[src/rtl/bag_pkg.sv]
package bag_pkg;
   typedef enum logic {
      ORD_INTERLEAVE = 1'b0,
      ORD_LINEAR     = 1'b1
   } burst_order_e;
endpackage

[src/rtl/bag_start_reg.sv]
module bag_start_reg
   import bag_pkg::*;
#(
   parameter int ADDR_W = 16
) (
   input  logic              clk,
   input  logic              rst_n,
   input  logic              load,
   input  logic [ADDR_W-1:0] ext_addr,
   input  burst_order_e      order_in,
   output logic [ADDR_W-1:0] base_q,
   output burst_order_e      order_q
);
   always_ff @(posedge clk or negedge rst_n) begin
      if (!rst_n) begin
         base_q  <= '0;
         order_q <= ORD_INTERLEAVE;
      end else if (load) begin
         base_q  <= ext_addr;
         order_q <= order_in;
      end
   end

   // the captured order only moves on a load
   a_r9_order_held: assert property (@(posedge clk) disable iff (!rst_n)
      !load |=> $stable(order_q));
endmodule

[src/rtl/bag_beat_ctr.sv]
module bag_beat_ctr #(
   parameter int BEAT_W = 2
) (
   input  logic              clk,
   input  logic              rst_n,
   input  logic              load,
   input  logic              advance,
   output logic [BEAT_W-1:0] beat_q
);
   localparam logic [BEAT_W-1:0] ONE = BEAT_W'(1);

   always_ff @(posedge clk or negedge rst_n) begin
      if (!rst_n)
         beat_q <= '0;
      else if (load)
         beat_q <= '0;
      else if (advance)
         beat_q <= beat_q + ONE;
   end

   // load wins over advance
   a_r5_load_first: assert property (@(posedge clk) disable iff (!rst_n)
      load |=> beat_q == '0);
   // single step, wrapping
   a_r3_step: assert property (@(posedge clk) disable iff (!rst_n)
      (!load && advance) |=> beat_q == $past(beat_q) + ONE);
   // idle holds
   a_r4_hold: assert property (@(posedge clk) disable iff (!rst_n)
      (!load && !advance) |=> $stable(beat_q));
endmodule

[src/rtl/bag_order_map.sv]
module bag_order_map
   import bag_pkg::*;
#(
   parameter int BEAT_W = 2
) (
   input  logic [BEAT_W-1:0] start_low,
   input  logic [BEAT_W-1:0] beat,
   input  burst_order_e      order,
   output logic [BEAT_W-1:0] low_out
);
   logic [BEAT_W-1:0] lin_low;
   logic [BEAT_W-1:0] ilv_low;

   // linear: ripple of start + beat, wrapping at 2^BEAT_W
   assign lin_low = start_low + beat;

   // interleaved: each bit flips where the beat bit is set
   genvar gi;
   generate
      for (gi = 0; gi < BEAT_W; gi++) begin : g_ilv
         assign ilv_low[gi] = start_low[gi] ^ beat[gi];
      end
   endgenerate

   always_comb begin
      unique case (order)
         ORD_LINEAR:     low_out = lin_low;
         ORD_INTERLEAVE: low_out = ilv_low;
         default:        low_out = ilv_low;
      endcase
   end
endmodule

[src/rtl/bag_burst_addr.sv]
module bag_burst_addr
   import bag_pkg::*;
#(
   parameter int ADDR_W = 16,
   parameter int BEAT_W = 2
) (
   input  logic              clk,
   input  logic              rst_n,
   input  logic              load_a,
   input  logic              load_b,
   input  logic              advance,
   input  logic              order_sel,
   input  logic [ADDR_W-1:0] ext_addr,
   output logic [ADDR_W-1:0] cur_addr,
   output logic [BEAT_W-1:0] beat
);
   localparam int HI_W = ADDR_W - BEAT_W;

   generate
      if (BEAT_W < 1 || BEAT_W > 8) begin : g_bad_beat
         $error("BEAT_W must be between 1 and 8");
      end
      if (HI_W < 1) begin : g_bad_addr
         $error("ADDR_W must exceed BEAT_W");
      end
   endgenerate

   logic              load_any;
   logic [ADDR_W-1:0] base_q;
   burst_order_e      order_q;
   burst_order_e      order_in;
   logic [BEAT_W-1:0] low_bits;

   assign load_any = load_a | load_b;
   assign order_in = order_sel ? ORD_LINEAR : ORD_INTERLEAVE;

   bag_start_reg #(.ADDR_W(ADDR_W)) u_start (
      .clk      (clk),
      .rst_n    (rst_n),
      .load     (load_any),
      .ext_addr (ext_addr),
      .order_in (order_in),
      .base_q   (base_q),
      .order_q  (order_q)
   );

   bag_beat_ctr #(.BEAT_W(BEAT_W)) u_ctr (
      .clk     (clk),
      .rst_n   (rst_n),
      .load    (load_any),
      .advance (advance),
      .beat_q  (beat)
   );

   bag_order_map #(.BEAT_W(BEAT_W)) u_map (
      .start_low (base_q[BEAT_W-1:0]),
      .beat      (beat),
      .order     (order_q),
      .low_out   (low_bits)
   );

   assign cur_addr = {base_q[ADDR_W-1:BEAT_W], low_bits};

   // a strobe presents the sampled address on the next cycle
   a_r1_load_addr: assert property (@(posedge clk) disable iff (!rst_n)
      load_any |=> cur_addr == $past(ext_addr));
   // upper bits do not move without a load
   a_r8_upper_fixed: assert property (@(posedge clk) disable iff (!rst_n)
      !load_any |=> $stable(cur_addr[ADDR_W-1:BEAT_W]));
   // idle cycle keeps the address
   a_r4_addr_hold: assert property (@(posedge clk) disable iff (!rst_n)
      (!load_any && !advance) |=> $stable(cur_addr));
endmodule

[config.mk]
export PLATFORM = sky130hd
export DESIGN_NAME = bag_burst_addr
export DESIGN_NICKNAME = d
export VERILOG_FILES = /design/src/rtl/bag_pkg.sv /design/src/rtl/bag_start_reg.sv /design/src/rtl/bag_beat_ctr.sv /design/src/rtl/bag_order_map.sv /design/src/rtl/bag_burst_addr.sv
export SDC_FILE = /design/constraint.sdc
export NUM_CORES = 1
export LEC_CHECK = 0
export ABC_AREA = 1
export BUFFER_PORTS_ARGS = -buffer_cell sky130_fd_sc_hd__buf_4
export CAP_MARGIN = 15
export CORE_MARGIN = 1.5
export CORE_UTILIZATION = 47
export DETAILED_ROUTE_END_ITERATION = 7
export PLACE_DENSITY = 0.81
export SLEW_MARGIN = 20
export SYNTH_ARGS = -nofsm -noshare
export SYNTH_HDL_FRONTEND = slang
export SYNTH_HIERARCHICAL = 1
export SYNTH_SLANG_ARGS = --single-unit
[constraint.sdc]
create_clock -name clk -period 2.25 [get_ports clk]
set_input_delay 0.1125 -clock clk [delete_from_list [all_inputs] [get_ports clk]]
set_output_delay 0.1125 -clock clk [all_outputs]
set_load 0.01 [all_outputs]
# Word level (Yosys, flattened, before mapping)
# Cells that the tools add are included.
# word_totals
reg_bits	19
inputBits	22
out_inout_bits	18
elab_cells	14
# classes
addsub	2
mux	4
n_bitwise	4
n_reduce_logical	1
# ops
cell	n
$mux 2	2
$pmux 2 s2	1
$add 2x1->2 const B	1
$add 2x2->2	1
$reduce_bool 2->1	1
$xor 1x1->1	2
$mux 1	1
$not 1->1	1
$or 1x1->1	1

# Logic depth before layout (Yosys ltp)
# depth
ltp_word	3
ltp_mapped	7
ltp_nobuf	6

# By module
# Netlist, hierarchy kept.
# modules_own_cells
module	instances	cells_each	area_per_inst_um2	seq_area_each_um2
bag_start_reg	1	72	680.7	425.4
bag_beat_ctr	1	11	86.3	50.0
bag_order_map	1	13	60.1	0.0
bag_burst_addr	1	3	11.3	0.0

# Worst setup path after synthesis
# Ideal clock, no wire load.
# synth_path
path_kind	register to output
start	register u_ctr.beat_q[0]
end	output cur_addr[1]
arrival_time_ps	935
t_required_ps	2138
slack_ps	1202
path_stages_with_launch	7
n_path_buf	0
cell_sequence	dfrtp_1 ha_1 nand2_1 inv_1 nand3_1 nand2_1 inv_1
# synth_between
elab_chain_cells	2
# synth_lines
element	line	rtl
start: declaration	bag_beat_ctr.sv:8	output logic [BEAT_W-1:0] beat_q
start signal: assignment	bag_beat_ctr.sv:18	beat_q <= beat_q + ONE;
$add 2x2->2	bag_order_map.sv:15	assign lin_low = start_low + beat;
$pmux 2 s2	bag_order_map.sv:26	unique case (order)
end: declaration	bag_burst_addr.sv:14	output logic [ADDR_W-1:0] cur_addr,
# Every way passes these cells.

# Worst setup path after layout
# Ends and elaborated chain as after synthesis.

==> flow_summary.toml <==
[sta]
tightest_slew_ns = 0.696
setup_viol = 0
period_needed_ns = 1.48
timing.final.ws_setup_ns = 0.769
rsz0062_at_grt = "no"
max_freq_ghz = 0.675
tns_ns = 0
finalHoldViolCount = 0
period_share_pct = 65.8
whs_ns = 0.0112
maxSlewHeadroom_pct = 53.5
final.setup_skew_ns = 0.0000424
drv_slew = 0

[setup_path]
crit_fanout = 6
arrival_ns = 1.37
cp-end-kind = "output pin"
crit_type = "reg -> out"
critPathSlowestCell = "dfrtp_1"
crit_chain = "ha_1 > nand2_1 > inv_1 > nand3_1 > nand2_1 > inv_1 > buf_4"
cp_slowest_stage_delay_ns = 0.46
crit_path_start_kind = "flop"
cp.required_ns = 2.14

[routing]
first_pass_iters = 4
ant_nets = 0
drc_errors = 0
viasPerCell = 4.58
drt-total-wl_um = 1800
wl_per_cell_um = 10.9
vias = 755
drt_iter0_drc = 23

[die]
die_w_um = 45.2
die_y_um = 45.2
design.core.area_um2 = 1710
ioPinCount = 40
die_area_um2 = 2050
num_rows = 15
start_util_pct = 49.1

[synthesis]
ys_types = 12
synth_nets = 122
avgSynthCellArea_um2 = 8.47
ys_warn_count = 6
synth-seq-cells = 19
synth_seq_area_share_pct = 56.7
syn_area_um2 = 838
syn_inst = 99

[clock_network]
ctsResizeCount = 0
post_cts_buffers = 0
path_clk_slew_ns = 0.12
postCtsHoldBufs = 1
clock-sinks = 19
cts_root_buf = "clkbuf_4"
cts_buffers = 3
tritoncts = "done"
cts-htree-levels = 1
clockBufferDepth = 2
clk_latency_ns = 0.28

[power_and_ir_drop]
p_per_area_nw_per_um2 = 601
switchingPower_mw = 0.190
seq_power_share_pct = 55.5
power_frac_clock_pct = 24.5
p_total_mw = 0.697
p_comb_share_pct = 20.0
switching_share_pct = 27.3
ir_drop_mv = 0.330
p_int_mw = 0.507
leakage_nw = 0.678

[final_layout]
design_area_um2 = 1160
ff_latch_area_um2 = 475
final_util_pct = 67.9
final_nets = 164
fill_cells = 141
multi_input_area_um2 = 285
area_delta_synth_final_pct = 38.4
drive_gt1_share_pct = 35.0
final_cells = 165
insertedDiodeCount = 0

[place]
placed_area_um2 = 1120
hpwlAfterDp_um = 1380
place_inst = 160
place.gp.congestion = 0.678
port_buffers = 39
place_ws_ns = 1.05

[min_path]
min_path_type = "in -> reg"

[grt]
antenna_found_initial = 0
globalRouteOverflowTotal = 0
grt_usage_pct = 20.3
grt_max_degree = 20
grt_pass1_vias = 748
grt_pass1_wl_um = 2930

[outcome]
outcome = "finished, final reports clean"

[run]
max_cap_viol_count = 0
layer usage:
metal	global-route usage [%]	vias up	part of all wire [%]
met1	21.1	362	38
met2	37.1	15	58
met5	0	-	0
met3	3.60	2	2.7
li1	-	376	-
met4	12.4	0	1.2
critical path: cells and delay by family, from the launching register on:
kind	cells	cell delay, ns
flip-flops	1	0.46
adder cells (fa/ha/maj)	1	0.22
AND/OR/NAND/NOR	3	0.21
buffers and inverters	3	0.19
cells by family (layout without fill, tap and decap cells):
kind of cell,Yosys count,after routing,share of synthesized area (%)
simple gates,67,67,31.9
flops,19,19,56.7
fa+ha+maj,1,1,1.49
compound gates,1,1,0.596
buf+inv,11,52,9.25
final timing paths:
path | start | end | slack (ns) | cells past startpoint
setup reg to reg | u_ctr/beat_q[0] | u_ctr/beat_q[1] | 1.49 | 2
setup / recovery | u_ctr/beat_q[0] | cur_addr[1] | 0.77 | 7
hold reg to reg | u_start/base_q[2] | u_start/base_q[2] | 0.49 | 2
hold / removal | ext_addr[11] | u_start/base_q[11] | 0.01 | 3
max in group asynchronous | rst_n | u_start/base_q[15] | 1.83 | 2
min in group asynchronous | rst_n | u_start/base_q[11] | 0.21 | 2
placed cells by master, fill, tap and decap left out:
cell type and n:
inv_1 7, nand2_1 56, nor2_1 3, a21oi_1 1
ha_1 1, nand3_1 3, clkbuf_4 3, dlygate4sd3_1 1
clkinv_2 1, inv_8 1, dfrtp_1 19, buf_4 39
nand2_2 5
cell type report:
class / count / share of cell area, %
flip-flops and latches: 19 / 41.0
repair buffers: 40 / 26.1
multi-input cells: 69 / 24.6
inverters: 8 / 3.24
well taps: 25 / 2.70
clock buffers: 3 / 1.94
clock inverters: 1 / 0.432
synthesized netlist by cell type:
| library cell | number | area [um2] |
|---|---|---|
| a21oi_1 | 1 | 5.00 |
| buf_6 | 1 | 11.3 |
| buf_8 | 1 | 15.0 |
| clkbuf_8 | 1 | 13.8 |
| dfrtp_1 | 19 | 475 |
| ha_1 | 1 | 12.5 |
| inv_1 | 7 | 26.3 |
| inv_8 | 1 | 11.3 |
| nand2_1 | 56 | 210 |
| nand2_2 | 5 | 31.3 |
| nand3_1 | 3 | 15.0 |
| nor2_1 | 3 | 11.3 |
sequential cells by signal, indices dropped and copies added, names as in the netlist:
name             flops
u_ctr/beat_q         2
u_start/base_q      16
u_start/order_q      1
power groups by stage:
stage                     clock network [mW]  registers, mW  logic [mW]
final                                  0.171          0.387       0.140
after global routing                   0.191          0.389       0.155
after CTS                              0.178          0.387       0.142
after detailed placement                   0          0.393       0.140
after global placement                     0          0.392       0.135
after floorplan                            0          0.401      0.0521
Power figures use the tool's default switching activity.
